File: config.mk
export PLATFORM = sky130hd
export DESIGN_NAME = muxbus_ctrl
export DESIGN_NICKNAME = d
export VERILOG_FILES = /design/src/rtl/muxbus_pkg.sv /design/src/rtl/muxbus_phase.sv /design/src/rtl/muxbus_xfer.sv /design/src/rtl/muxbus_pins.sv /design/src/rtl/muxbus_ctrl.sv
export SDC_FILE = /design/constraint.sdc
export NUM_CORES = 1
export LEC_CHECK = 0
export BUFFER_PORTS_ARGS = -buffer_cell sky130_fd_sc_hd__clkbuf_2
export CORE_ASPECT_RATIO = 0.9
export CORE_MARGIN = 2
export CORE_UTILIZATION = 35
export CTS_CLUSTER_DIAMETER = 150
export DETAILED_ROUTE_END_ITERATION = 7
export GPL_ROUTABILITY_DRIVEN = 0
export GPL_TIMING_DRIVEN = 0
export HOLD_SLACK_MARGIN = 0.15
export PLACE_DENSITY = 0.65
export SLEW_MARGIN = 25
export SYNTH_ARGS = -nofsm -noshare
export SYNTH_HDL_FRONTEND = slang
export SYNTH_SLANG_ARGS = --single-unit
File: constraint.sdc
create_clock -name clk -period 2.2 [get_ports clk]
set_input_delay 0.33 -clock clk [delete_from_list [all_inputs] [get_ports clk]]
set_output_delay 0.33 -clock clk [all_outputs]
set_load 0.01 [all_outputs]
File: src/rtl/muxbus_pkg.sv
package muxbus_pkg;

    // Quarter of a bus cycle; bit 1 is the level of E.
    typedef enum logic [1:0] {
        PH_ADR_LATCH = 2'd0,
        PH_ADR_HOLD  = 2'd1,
        PH_DAT_OPEN  = 2'd2,
        PH_DAT_CLOSE = 2'd3
    } bus_phase_e;

    typedef struct packed {
        bus_phase_e ph;
        logic       e;
        logic       as;
    } phase_state_t;

endpackage

File: src/rtl/muxbus_phase.sv
module muxbus_phase
    import muxbus_pkg::*;
(
    input  logic clk,
    input  logic rst_n,
    output logic bus_e,
    output logic bus_as,
    output logic cyc_last
);

    phase_state_t st_d, st_q;

    always_comb begin
        st_d    = st_q;
        st_d.ph = bus_phase_e'(st_q.ph + 2'd1);
        st_d.e  = st_d.ph[1];
        st_d.as = (st_d.ph == PH_ADR_LATCH);
    end

    always_ff @(posedge clk) begin
        if (!rst_n) begin
            st_q.ph <= PH_ADR_LATCH;
            st_q.e  <= 1'b0;
            st_q.as <= 1'b1;
        end else begin
            st_q <= st_d;
        end
    end

    assign bus_e    = st_q.e;
    assign bus_as   = st_q.as;
    assign cyc_last = rst_n && (st_q.ph == PH_DAT_CLOSE);

endmodule

File: src/rtl/muxbus_xfer.sv
module muxbus_xfer #(
    parameter int AW = 16,
    parameter int DW = 8
) (
    input  logic          clk,
    input  logic          rst_n,
    input  logic          cyc_last,
    input  logic          req_valid,
    input  logic          req_write,
    input  logic [AW-1:0] req_addr,
    input  logic [DW-1:0] req_wdata,
    input  logic [DW-1:0] ad_in,
    output logic [AW-1:0] cur_addr,
    output logic [DW-1:0] cur_wdata,
    output logic          cur_wr,
    output logic [DW-1:0] rd_data,
    output logic          rd_valid
);

    typedef struct packed {
        logic [AW-1:0] addr;
        logic [DW-1:0] wdata;
        logic          wr;
        logic          rd;
        logic [DW-1:0] rdata;
        logic          rvalid;
    } xfer_state_t;

    xfer_state_t s_d, s_q;

    always_comb begin
        s_d        = s_q;
        s_d.rvalid = cyc_last && s_q.rd;
        if (cyc_last && s_q.rd) begin
            s_d.rdata = ad_in;
        end
        if (cyc_last) begin
            if (req_valid) begin
                s_d.addr  = req_addr;
                s_d.wdata = req_wdata;
                s_d.wr    = req_write;
                s_d.rd    = !req_write;
            end else begin
                s_d.wr = 1'b0;
                s_d.rd = 1'b0;
            end
        end
    end

    always_ff @(posedge clk) begin
        if (!rst_n) begin
            s_q <= '0;
        end else begin
            s_q <= s_d;
        end
    end

    assign cur_addr  = s_q.addr;
    assign cur_wdata = s_q.wdata;
    assign cur_wr    = s_q.wr;
    assign rd_data   = s_q.rdata;
    assign rd_valid  = s_q.rvalid;

endmodule

File: src/rtl/muxbus_pins.sv
module muxbus_pins #(
    parameter int AW = 16,
    parameter int DW = 8
) (
    input  logic             bus_e,
    input  logic [AW-1:0]    cur_addr,
    input  logic [DW-1:0]    cur_wdata,
    input  logic             cur_wr,
    output logic [AW-DW-1:0] addr_hi,
    output logic [DW-1:0]    ad_out,
    output logic             ad_oe,
    output logic             bus_rw,
    output logic             bus_we_n
);

    always_comb begin
        addr_hi  = cur_addr[AW-1:DW];
        ad_out   = bus_e ? cur_wdata : cur_addr[DW-1:0];
        ad_oe    = !bus_e || cur_wr;
        bus_rw   = !cur_wr;
        bus_we_n = !(bus_e && !bus_rw);
    end

endmodule

File: src/rtl/muxbus_ctrl.sv
module muxbus_ctrl #(
    parameter int AW = 16,
    parameter int DW = 8
) (
    input  logic             clk,
    input  logic             rst_n,
    input  logic             req_valid,
    input  logic             req_write,
    input  logic [AW-1:0]    req_addr,
    input  logic [DW-1:0]    req_wdata,
    output logic             req_ready,
    output logic [DW-1:0]    rd_data,
    output logic             rd_valid,
    output logic             bus_e,
    output logic             bus_as,
    output logic             bus_rw,
    output logic             bus_we_n,
    output logic [AW-DW-1:0] addr_hi,
    output logic [DW-1:0]    ad_out,
    output logic             ad_oe,
    input  logic [DW-1:0]    ad_in
);

    logic          cyc_last;
    logic [AW-1:0] cur_addr;
    logic [DW-1:0] cur_wdata;
    logic          cur_wr;

    muxbus_phase u_phase (
        .clk      (clk),
        .rst_n    (rst_n),
        .bus_e    (bus_e),
        .bus_as   (bus_as),
        .cyc_last (cyc_last)
    );

    muxbus_xfer #(.AW(AW), .DW(DW)) u_xfer (
        .clk       (clk),
        .rst_n     (rst_n),
        .cyc_last  (cyc_last),
        .req_valid (req_valid),
        .req_write (req_write),
        .req_addr  (req_addr),
        .req_wdata (req_wdata),
        .ad_in     (ad_in),
        .cur_addr  (cur_addr),
        .cur_wdata (cur_wdata),
        .cur_wr    (cur_wr),
        .rd_data   (rd_data),
        .rd_valid  (rd_valid)
    );

    muxbus_pins #(.AW(AW), .DW(DW)) u_pins (
        .bus_e     (bus_e),
        .cur_addr  (cur_addr),
        .cur_wdata (cur_wdata),
        .cur_wr    (cur_wr),
        .addr_hi   (addr_hi),
        .ad_out    (ad_out),
        .ad_oe     (ad_oe),
        .bus_rw    (bus_rw),
        .bus_we_n  (bus_we_n)
    );

    assign req_ready = cyc_last;

endmodule

==> results of run 1 <==
cell usage after synthesis:
cell type                  number
sky130_fd_sc_hd__buf_4         21
sky130_fd_sc_hd__o21ai_1        3
sky130_fd_sc_hd__nand2_1       36
sky130_fd_sc_hd__nand4b_1       1
sky130_fd_sc_hd__and2_1         3
sky130_fd_sc_hd__clkbuf_2       1
sky130_fd_sc_hd__mux2_2         8
sky130_fd_sc_hd__dfxtp_1       38
sky130_fd_sc_hd__buf_6          5
sky130_fd_sc_hd__o21ai_2       20
sky130_fd_sc_hd__and3_1         1
sky130_fd_sc_hd__nand2b_1       1
sky130_fd_sc_hd__ha_1           2
sky130_fd_sc_hd__nand4_1       33
sky130_fd_sc_hd__inv_1          1
sky130_fd_sc_hd__buf_2          9
sky130_fd_sc_hd__nor2b_1        1
sky130_fd_sc_hd__o21ai_0       11
sky130_fd_sc_hd__and2_4         1
worst paths after layout:
check | from | end | slack, ns | cells after the start
worst max-delay path | u_phase.bus_e | req_ready | 0.35 | 5
worst max register to register | u_phase.bus_e | u_xfer.cur_addr[7] | 0.94 | 5
worst min register to register | u_xfer.rd_data[0] | u_xfer.rd_data[0] | 0.45 | 2
worst min-delay path | req_addr[9] | u_xfer.cur_addr[9] | 0.27 | 3
sequential cells by signal (all words and copies together) (netlist names):
register and cells:
u_xfer.cur_wr 1, u_phase.bus_e 1, u_phase.bus_as 1, u_phase.st_q 1, u_xfer.rd_valid 1, u_xfer.rd_data 8, u_xfer.s_q 1, u_xfer.cur_wdata 8
u_xfer.cur_addr 16
metrics by stage:
stage / power, mW / utilization
floorplan: 0.815 / -
global placement: 0.884 / 0.447
detailed placement: 0.884 / 0.447
CTS: 1.37 / 0.465
global route: 1.43 / 0.465
finish: 1.36 / 0.465
cells in the final DEF (no fill, tap or decap):
| master | n |
|---|---|
| sky130_fd_sc_hd__and2_4 | 1 |
| sky130_fd_sc_hd__ha_1 | 2 |
| sky130_fd_sc_hd__clkbuf_8 | 6 |
| sky130_fd_sc_hd__o21ai_1 | 3 |
| sky130_fd_sc_hd__nor2b_1 | 1 |
| sky130_fd_sc_hd__nand4_1 | 33 |
| sky130_fd_sc_hd__and3_1 | 1 |
| sky130_fd_sc_hd__buf_4 | 21 |
| sky130_fd_sc_hd__nand2_1 | 36 |
| sky130_fd_sc_hd__clkbuf_1 | 1 |
| sky130_fd_sc_hd__clkbuf_2 | 65 |
| sky130_fd_sc_hd__dfxtp_1 | 38 |
| sky130_fd_sc_hd__inv_1 | 1 |
| sky130_fd_sc_hd__clkinv_2 | 1 |
| sky130_fd_sc_hd__mux2_2 | 8 |
| sky130_fd_sc_hd__nand2b_1 | 1 |
| sky130_fd_sc_hd__buf_6 | 5 |
| sky130_fd_sc_hd__buf_2 | 9 |
| sky130_fd_sc_hd__and2_1 | 3 |
| sky130_fd_sc_hd__o21ai_2 | 20 |
| sky130_fd_sc_hd__o21ai_0 | 11 |
| sky130_fd_sc_hd__nand4b_1 | 1 |
final cells by class:
| cell class | count | area (um^2) | share of cell area |
|---|---|---|---|
| clock buffer | 7 | 86.3 | 0.0379 |
| tap | 65 | 81.3 | 0.0357 |
| clock inverter | 1 | 5.00 | 0.00220 |
| inverter | 1 | 3.75 | 0.00165 |
| sequential | 38 | 761 | 0.334 |
| multi-input combinational | 121 | 757 | 0.332 |
| buffer | 36 | 264 | 0.116 |
| timing repair buffer | 64 | 320 | 0.141 |
tightest hold or removal path: stages:
cell	delay, ns
sky130_fd_sc_hd__clkbuf_2	0.07
sky130_fd_sc_hd__nand4_1	0.05
sky130_fd_sc_hd__o21ai_0	0.07
report_power, final:
part / total (mW) / switching (mW) / internal [mW] / leakage (nW)
Clock: 0.495 / 0.242 / 0.253 / 0.0482
Sequential: 0.709 / 0.00773 / 0.701 / 0.307
Combinational: 0.159 / 0.0901 / 0.0691 / 0.686
Total: 1.36 / 0.340 / 1.02 / 1.04
layer usage:
| metal | track usage | vias up |
|---|---|---|
| li1 | - | 815 |
| met1 | 0.221 | 694 |
| met2 | 0.244 | 50 |
| met3 | 0.0403 | 5 |
| met4 | 0.0575 | 0 |
| met5 | 0 | - |
cells by family (layout without fill, tap and decap cells):
family | count (synthesis) | count (layout) | share of synthesized area
AND/OR/NAND/NOR | 77 | 77 | 0.222
flip-flops | 38 | 38 | 0.426
buffers and inverters | 37 | 109 | 0.150
AO/OA/AOI/OAI | 34 | 34 | 0.137
multiplexers | 8 | 8 | 0.0505
adder cells (fa/ha/maj) | 2 | 2 | 0.0140
==> metrics.log, run 1 <==
INFO  metric global_route_usage_over_all_layers = 0.160
INFO  metric worst_setup_path_end_kind = primary output
INFO  metric place.detailed.hpwl = approximately 3200 um
INFO  metric number_of_hold_slack_violations_in_the_final_timing_report = 0
INFO  metric cts.repair_timing.setup_buffer_count = 0
INFO  metric power_per_cell_area = 598 nW/um^2
INFO  metric number_of_global_route_vias_before_repair = 1453
INFO  metric outcome = complete, no violations
INFO  metric detail_route.wirelength.met1 = ~2200 um
INFO  metric grt-ovfl-total = 0
INFO  metric clock_tree.root_cell = sky130_fd_sc_hd__clkbuf_8
INFO  metric cts-hold-fix-buffers = 0
INFO  metric dpl_worst_slack = ~0.69 ns
INFO  metric fp.coreArea = 4890 um^2
INFO  metric met2_length = between 1500 and 2000 um
INFO  metric hold_path.class = primary input to flip-flop
INFO  metric min_period_over_period = 0.840
INFO  metric postLayoutCellArea = around 2300 um^2
INFO  metric finalNetCount = about 310
INFO  metric global_route_wire_length_before_repair = 7000 um
INFO  metric postSynthNetCount = 234
INFO  metric die_area = 5690 um^2
INFO  metric post_synth_main_area_contributors = sky130_fd_sc_hd__dfxtp_1 43%, sky130_fd_sc_hd__nand4_1 12%, sky130_fd_sc_hd__o21ai_2 9.8%
INFO  metric tritoncts.num_buffers = 5
INFO  metric synth_sequential_area_ratio = 0.426
INFO  metric synthDominantCellAreaShare = 0.426
INFO  metric clkLatencyLatePin = 0.29 ns
INFO  metric drt_iter0_markers = 96
INFO  metric die_w = 79.3 um
INFO  metric area_growth = 27.6%
INFO  metric postSynthCellCount = 196
INFO  metric worst_path_max_delay_cell = sky130_fd_sc_hd__dfxtp_1
INFO  metric clock-sinks = 38
INFO  metric synth_top_area_cell = sky130_fd_sc_hd__dfxtp_1
INFO  metric max-slew-margin-rel = 0.825
INFO  metric stdcell_count = 333
INFO  metric detail_route.first_pass.iterations = 5
INFO  metric start_util = 0.365
INFO  metric worst_setup_hold_path_clk_slew = 0.08 ns
INFO  metric placed_cell_area = approximately 2200 um^2
INFO  metric synth_area = 1790 um^2
INFO  metric worst_hold_slack = 0.265 ns
INFO  metric wl_per_cell = 13.2 um
INFO  metric grt_max_degree = 12
INFO  metric clock.fmax = 0.541 GHz
INFO  metric maxSlewViolCount = 0
INFO  metric buffer_ports.inserted = 64
INFO  metric top_level_ports = between 60 and 70
INFO  metric timing_worst_slew_pin_value = ~0.26 ns
INFO  metric diodes = 0
INFO  metric synth_cell_type_count = 19
INFO  metric post-place-cells = 325
INFO  metric critical_path_peak_fanout = 10
INFO  metric maxCapViolCount = 0
INFO  metric max_stage_delay = roughly 0.38 ns
INFO  metric drc = 0
INFO  metric peakVddDrop = around 0.29 mV
INFO  metric cts_max_level = 2
INFO  metric fin_tns_setup = 0 ns
INFO  metric routed-wl-met3 = between 200 and 300 um
INFO  metric yosysWarningCount = 0
INFO  metric viasPerCell = 4.70
INFO  metric antenna_violations_before_repair = 0
INFO  metric die-height = 71.8 um
INFO  metric timing.critical_path.max_delay_family = buffers and inverters
INFO  metric leak_pwr = 1.04 nW
INFO  metric finalSetupViolations = 0
INFO  metric via_count = 1564
INFO  metric data_arrival_time_of_the_critical_path = 1.52 ns
INFO  metric worst_setup_path_start_kind = flip-flop
INFO  metric synthesis.area_per_instance = 9.11 um^2
INFO  metric final.setup_skew = 0.00794 ns
INFO  metric grt_setup_unrepaired = false
INFO  metric tritoncts = built
INFO  metric drive_above_1_share = 0.507
INFO  metric totalWireLength = ~4400 um
INFO  metric layout.filler_cells = 514
INFO  metric route.top_layer_used = met4
INFO  metric postSynthRegisterBits = 38
INFO  metric timing_worst_setup_path_type = flip-flop to primary output
INFO  metric max_root_sink_buffers = 2
INFO  metric finalCriticalPeriod = 1.85 ns
INFO  metric core.rowCount = 24
INFO  metric critical_path.cell_chain = ha_1 > buf_4 > buf_6 > and2_1 > clkbuf_2
INFO  metric cp_num_buf_inv = 3
INFO  metric setup_ws = 0.351 ns
INFO  metric cp_data_required_time = 1.87 ns
INFO  metric final_antenna_net_count = 0
INFO  metric postCtsResizedCells = 0
Note: power is estimated with default switching activity, not from simulation.
==> inputs of run 2 (changes only) <==
PLACE_DENSITY = 0.67   (was 0.65)
clock period = 1.5 ns   (was 2.2 ns; I/O delays follow)
==> metrics.log, run 2 (same netlist as run 1, synthesis figures left out) <==
INFO  metric most_common_cell_after_layout_fill_and_taps_aside = sky130_fd_sc_hd__clkbuf_2 (unchanged)
INFO  metric drc = 0 (unchanged)
INFO  metric die-height = 71.8 um (unchanged)
INFO  metric timing_worst_setup_path_type = flip-flop to primary output (unchanged)
INFO  metric clkLatencyLatePin = 0.29 ns (about the same)
INFO  metric global_route_usage_over_all_layers = 0.164 (was 0.160)
INFO  metric outcome = complete, no violations (unchanged)
INFO  metric cts-hold-fix-buffers = 0 (unchanged)
INFO  metric top_level_ports = 67 (unchanged)
INFO  metric via_count = 1601 (was 1564)
INFO  metric cp_data_required_time = 1.27 ns (was 1.87 ns)
INFO  metric worst_setup_hold_path_clk_slew = 0.08 ns (about the same)
INFO  metric viasPerCell = 4.78 (was 4.70)
INFO  metric detail_route.first_pass.iterations = 4 (was 5)
INFO  metric die_area = 5690 um^2 (unchanged)
INFO  metric max_root_sink_buffers = 2 (unchanged)
INFO  metric max-slew-margin-rel = 0.848 (was 0.825)
INFO  metric area_growth = 35.2% (was 27.6%)
INFO  metric peakVddDrop = 0.522 mV (was 0.294 mV)
INFO  metric clock-sinks = 38 (unchanged)
INFO  metric worst_setup_path_start_kind = flip-flop (unchanged)
INFO  metric r2r_slack = 0.25 ns (was 0.94 ns)
INFO  metric number_of_global_route_vias_before_repair = 1485 (was 1453)
INFO  metric utilization_after_layout = 0.493 (was 0.465)
INFO  metric final_antenna_net_count = 0 (unchanged)
INFO  metric power.switching = 0.518 mW (was 0.340 mW)
INFO  metric pwr-share-comb = 0.135 (was 0.117)
INFO  metric power.share.switching = 0.252 (was 0.249)
INFO  metric buffer_ports.inserted = 64 (unchanged)
INFO  metric tritoncts = built (unchanged)
INFO  metric report.power.total = 2.06 mW (was 1.36 mW)
INFO  metric antenna_violations_before_repair = 0 (unchanged)
INFO  metric clock_tree.root_cell = sky130_fd_sc_hd__clkbuf_8 (unchanged)
INFO  metric critical_path_peak_fanout = 4 (was 10)
INFO  metric timing_worst_slew_pin_value = 0.228 ns (was 0.262 ns)
INFO  metric post-place-cells = 325 (unchanged)
INFO  metric maxSlewViolCount = 0 (unchanged)
INFO  metric start_util = 0.365 (unchanged)
INFO  metric data_arrival_time_of_the_critical_path = 1.27 ns (was 1.52 ns)
INFO  metric totalWireLength = 4590 um (was 4380 um)
INFO  metric grt_setup_unrepaired = true (was false)
INFO  metric tritoncts.num_buffers = 5 (unchanged)
INFO  metric finalSetupViolations = 0 (unchanged)
INFO  metric clock.fmax = 0.668 GHz
INFO  metric die_w = 79.3 um (unchanged)
INFO  metric global_route_wire_length_before_repair = 7180 um (was 7000 um)
INFO  metric drive_above_1_share = 0.522 (was 0.507)
INFO  metric power_per_cell_area = 851 nW/um^2 (was 598 nW/um^2)
INFO  metric setup_ws = 0.00318 ns (was 0.351 ns)
INFO  metric place.detailed.hpwl = 3130 um (was 3150 um)
INFO  metric min_period_over_period = 0.998
INFO  metric fp.coreArea = 4890 um^2 (unchanged)
INFO  metric worst_setup_path_end_kind = primary output (unchanged)
INFO  metric leak_pwr = 1.08 nW (was 1.04 nW)
INFO  metric diodes = 0 (unchanged)
INFO  metric core.rowCount = 24 (unchanged)
INFO  metric grt_max_degree = 12 (unchanged)
INFO  metric flip_flop_count_of_the_largest_register_all_copies_and_words_added = 16 (unchanged)
INFO  metric number_of_hold_slack_violations_in_the_final_timing_report = 0 (unchanged)
INFO  metric finalNetCount = 307 (was 305)
INFO  metric wl_per_cell = 13.7 um (was 13.2 um)
INFO  metric dpl_worst_slack = 0.107 ns (was 0.688 ns)
INFO  metric stdcell_count = 335 (was 333)
INFO  metric drt_iter0_markers = 80 (was 96)
INFO  metric maxCapViolCount = 0 (unchanged)
INFO  metric internal_power = 1.54 mW (was 1.02 mW)
INFO  metric postLayoutCellArea = 2410 um^2 (was 2280 um^2)
INFO  metric finalCriticalPeriod = 1.50 ns
INFO  metric placed_cell_area = 2190 um^2 (unchanged)
INFO  metric cts_max_level = 2 (unchanged)
INFO  metric share_seq_of_total_power = 0.509 (was 0.520)
INFO  metric grt-ovfl-total = 0 (unchanged)
INFO  metric final.setup_skew = 0.00363 ns (was 0.00794 ns)
INFO  metric commonest_cells_after_routing_fill_and_taps_aside = 57 x sky130_fd_sc_hd__clkbuf_2, 36 x sky130_fd_sc_hd__nand2_1, 36 x sky130_fd_sc_hd__dfxtp_1, 33 x sky130_fd_sc_hd__nand4_1, 23 x sky130_fd_sc_hd__buf_4 (was 65 x sky130_fd_sc_hd__clkbuf_2, 38 x sky130_fd_sc_hd__dfxtp_1, 36 x sky130_fd_sc_hd__nand2_1, 33 x sky130_fd_sc_hd__nand4_1, 21 x sky130_fd_sc_hd__buf_4)
INFO  metric hold_path.class = primary input to flip-flop (unchanged)
INFO  metric power.share.clock = 0.356 (was 0.363)
[run 2: worst max-delay path, cell delays in order, from the launching register on]
cell and delay (ns):
sky130_fd_sc_hd__dfxtp_4 0.40, sky130_fd_sc_hd__clkbuf_16 0.16, sky130_fd_sc_hd__mux2_4 0.30, sky130_fd_sc_hd__buf_6 0.12
[run 2: final cells by class]
type                            count  area (um^2)
Fill cell                         480         2480
Multi-Input combinational cell    121          800
Sequential cell                    38          766
Timing Repair Buffer               68          418
Buffer                             34          255
Clock buffer                        7         86.3
Tap cell                           65         81.3
Clock inverter                      1         5.00
Inverter                            1         3.75
[run 2: what timing repair did]
item | CTS | global route
setup buffers | 3 | 0
cloned | 0 | 1
hold endpoints to repair | 0 | 0
endpoints found under the setup margin | 9 | 9
pin swaps | 0 | 0
resized for setup | 9 | 24
[run 2: layer usage]
metal	track usage	routed length, um
met1	0.217	2280
met2	0.253	1940
met5	0	0
met4	0.0460	48
met3	0.0579	322
[run 2: path summary, 6_finish.rpt]
kind / end / startpoint / cells after the start
max: ad_out[1] / u_phase.bus_e / 3
min: u_xfer.cur_addr[12] / req_addr[12] / 3
max reg2reg: u_xfer.rd_data[6] / u_phase.bus_e / 5
min reg2reg: u_xfer.rd_data[7] / u_xfer.rd_data[7] / 2
[run 2: metrics by stage]
stage / setup TNS, ns / hold WS, ns
floorplan: 0 / 0.368
global placement: 0 / 0.439
detailed placement: 0 / 0.443
CTS: -0.126 / 0.161
global route: -0.271 / 0.161
finish: 0 / 0.162
[run 2: power by group through the flow]
stage / Combinational, mW / Clock [mW] / Sequential [mW]
after floorplan: 0.131 / 0 / 1.06
after global placement: 0.232 / 0 / 1.06
after detailed placement: 0.233 / 0 / 1.06
after CTS: 0.251 / 0.749 / 1.04
after global routing: 0.301 / 0.803 / 1.05
final: 0.277 / 0.732 / 1.05
==> inputs of run 3 (changes only) <==
CORE_ASPECT_RATIO = default   (was 0.9)
RECOVER_POWER = 100   (was default)
==> metrics.log, run 3 (same netlist as run 1, synthesis figures left out) <==
INFO  metric worst_setup_path_end_kind = primary output (unchanged)
INFO  metric diodes = 0 (unchanged)
INFO  metric place.detailed.hpwl = 3220 um (was 3130 um)
INFO  metric layout.filler_cells = 491 (was 480)
INFO  metric final_antenna_net_count = 0 (unchanged)
INFO  metric worst_setup_path_startpoint = u_phase.bus_e (unchanged)
INFO  metric dpl_worst_slack = 0.0823 ns (was 0.107 ns)
INFO  metric outcome = complete, but fails checks (was complete, no violations)
INFO  metric min_period_over_period = 1.01 (was 0.998)
INFO  metric critical_path.cell_chain = clkbuf_16 > mux2_4 > buf_6 (unchanged)
INFO  metric max_stage_delay = 0.40 ns (about the same)
INFO  metric die-height = 75.4 um (was 71.8 um)
INFO  metric die_w = 75.4 um (was 79.3 um)
INFO  metric die_area = 5690 um^2 (about the same)
INFO  metric grt_max_degree = 12 (unchanged)
INFO  metric drt_iter0_markers = 84 (was 80)
INFO  metric reg2reg_depth = 5 (unchanged)
INFO  metric number_of_hold_slack_violations_in_the_final_timing_report = 0 (unchanged)
INFO  metric final.setup_skew = 0.00408 ns (was 0.00363 ns)
INFO  metric drive_above_1_share = 0.522 (about the same)
INFO  metric viasPerCell = 4.76 (was 4.78)
INFO  metric r2r_slack = 0.20 ns (was 0.25 ns)
INFO  metric detail_route.first_pass.iterations = 4 (unchanged)
INFO  metric cts_max_level = 2 (unchanged)
INFO  metric hold-path-cell-count = 3 (unchanged)
INFO  metric wl_per_cell = 13.6 um (was 13.7 um)
INFO  metric grt_setup_unrepaired = true (unchanged)
INFO  metric global_route_wire_length_before_repair = 7020 um (was 7180 um)
INFO  metric timing_worst_slew_pin_value = 0.215 ns (was 0.228 ns)
INFO  metric number_of_global_route_vias_before_repair = 1512 (was 1485)
INFO  metric multi_input_area = 800 um^2 (unchanged)
INFO  metric antenna_violations_before_repair = 0 (unchanged)
INFO  metric start_util = 0.371 (was 0.365)
INFO  metric finalSetupViolations = 4 (was 0)
INFO  metric timing.critical_path.max_delay_family = flip-flops (unchanged)
INFO  metric layout.area.seq = 764 um^2 (was 766 um^2)
INFO  metric postLayoutCellArea = 2430 um^2 (was 2410 um^2)
INFO  metric cp_data_required_time = 1.27 ns (about the same)
INFO  metric placed_cell_area = 2190 um^2 (about the same)
INFO  metric r2r-start = u_phase.st_q[2] (was u_phase.bus_e)
INFO  metric timing_worst_setup_path_type = flip-flop to primary output (unchanged)
INFO  metric finalNetCount = 309 (was 307)
INFO  metric peakVddDrop = 0.323 mV (was 0.522 mV)
INFO  metric grt-ovfl-total = 0 (unchanged)
INFO  metric clock-sinks = 38 (unchanged)
INFO  metric max_root_sink_buffers = 2 (unchanged)
INFO  metric commonest_cells_after_routing_fill_and_taps_aside = 54 x sky130_fd_sc_hd__clkbuf_2, 37 x sky130_fd_sc_hd__dfxtp_1, 36 x sky130_fd_sc_hd__nand2_1, 33 x sky130_fd_sc_hd__nand4_1, 25 x sky130_fd_sc_hd__buf_4 (was 57 x sky130_fd_sc_hd__clkbuf_2, 36 x sky130_fd_sc_hd__nand2_1, 36 x sky130_fd_sc_hd__dfxtp_1, 33 x sky130_fd_sc_hd__nand4_1, 23 x sky130_fd_sc_hd__buf_4)
INFO  metric via_count = 1615 (was 1601)
INFO  metric totalWireLength = 4600 um (was 4590 um)
INFO  metric utilization_after_layout = 0.505 (was 0.493)
INFO  metric leak_pwr = 1.09 nW (was 1.08 nW)
INFO  metric cts-hold-fix-buffers = 0 (unchanged)
INFO  metric top_level_ports = 67 (unchanged)
INFO  metric critical_path_peak_fanout = 4 (unchanged)
INFO  metric finalCriticalPeriod = 1.51 ns (was 1.50 ns)
INFO  metric fp.coreArea = 4820 um^2 (was 4890 um^2)
INFO  metric tritoncts.num_buffers = 5 (unchanged)
INFO  metric timing.hold.worst.start = req_addr[12] (unchanged)
INFO  metric stdcell_count = 339 (was 335)
INFO  metric post-place-cells = 327 (was 325)
INFO  metric tritoncts = built (unchanged)
INFO  metric worst_setup_hold_path_clk_slew = 0.07 ns (was 0.08 ns)
INFO  metric worst_path_max_delay_cell = sky130_fd_sc_hd__dfxtp_4 (unchanged)
INFO  metric maxCapViolCount = 0 (unchanged)
INFO  metric violated_checks = setup timing
INFO  metric clock.fmax = 0.662 GHz (was 0.668 GHz)
INFO  metric global_route_usage_over_all_layers = 0.167 (was 0.164)
INFO  metric power_per_cell_area = 846 nW/um^2 (was 851 nW/um^2)
INFO  metric clock_tree.root_cell = sky130_fd_sc_hd__clkbuf_8 (unchanged)
INFO  metric worst_setup_path_start_kind = flip-flop (unchanged)
INFO  metric most_common_cell_after_layout_fill_and_taps_aside = sky130_fd_sc_hd__clkbuf_2 (unchanged)
INFO  metric hold_path.class = primary input to flip-flop (unchanged)
INFO  metric data_arrival_time_of_the_critical_path = 1.28 ns (was 1.27 ns)
INFO  metric setup_ws = -0.00983 ns (was 0.00318 ns)
INFO  metric cp_num_buf_inv = 2 (unchanged)
INFO  metric buffer_ports.inserted = 64 (unchanged)
INFO  metric hold_end = u_xfer.cur_addr[12] (unchanged)
INFO  metric worst_r2r_endpoint = u_xfer.cur_addr[5] (was u_xfer.rd_data[6])
INFO  metric clkLatencyLatePin = 0.29 ns (about the same)
INFO  metric max-slew-margin-rel = 0.857 (was 0.848)
INFO  metric flip_flop_count_of_the_largest_register_all_copies_and_words_added = 16 (unchanged)
INFO  metric area_growth = 36.2% (was 35.2%)
INFO  metric maxSlewViolCount = 0 (unchanged)
INFO  metric drc = 0 (unchanged)
INFO  metric core.rowCount = 25 (was 24)
-- run 3: changes by cell type in the layout (fill, tap and decap cells not counted), sizes merged --
cell,change
clkbuf,-3
buf,+5
-- run 3: tightest hold or removal path, stage by stage --
cell                       delay [ns]
sky130_fd_sc_hd__clkbuf_2        0.07
sky130_fd_sc_hd__nand4_1         0.06
sky130_fd_sc_hd__o21ai_0         0.07
-- run 3: worst max-delay path by stage --
stage / to / slack [ns] / cells past startpoint
2_1_floorplan: req_ready / 0.22 / 4
3_3_place_gp: ad_out[0] / 0.11 / 3
3_5_place_dp: req_ready / 0.08 / 5
4_1_cts: ad_out[0] / -0.03 / 3
5_1_grt: ad_out[5] / -0.04 / 3
6_report: ad_out[0] / -0.01 / 3
-- run 3: cell type report --
class | count | share of cell area
inverters | 1 | 0.00154
flip-flops and latches | 38 | 0.314
multi-input cells | 121 | 0.329
clock inverters | 1 | 0.00206
clock buffers | 7 | 0.0355
plain buffers | 34 | 0.105
well taps | 67 | 0.0345
repair buffers | 70 | 0.178
-- run 3: stage by stage --
step	setup TNS [ns]	hold WS, ns	total power, mW
after floorplan	0	0.368	1.20
after global placement	0	0.438	1.29
after detailed placement	0	0.442	1.30
after CTS	-0.205	0.151	2.05
after global routing	-0.349	0.175	2.14
final	-0.0241	0.157	2.06
-- run 3: metal layers --
metal  share of wire  wire, um  track usage  vias up
met5               0         0            0        -
met4           0.010        48       0.0643        0
met3           0.070       321       0.0542        4
met2            0.47      2140        0.267       54
met1            0.45      2090        0.211      734
li1                -         -            -      823
-- run 3: timing repair --
action	in CTS	in global routing
setup endpoints to repair	9	9
buffers inserted	4	1
gates resized for setup	9	27
pin swaps	1	0
hold endpoints to repair	0	0
cloned	0	1
-- run 3: report_power, final --
part | internal, mW | switching (mW)
Sequential | 1.03 | 0.0175
Combinational | 0.141 | 0.140
Clock | 0.371 | 0.357
Total | 1.54 | 0.515
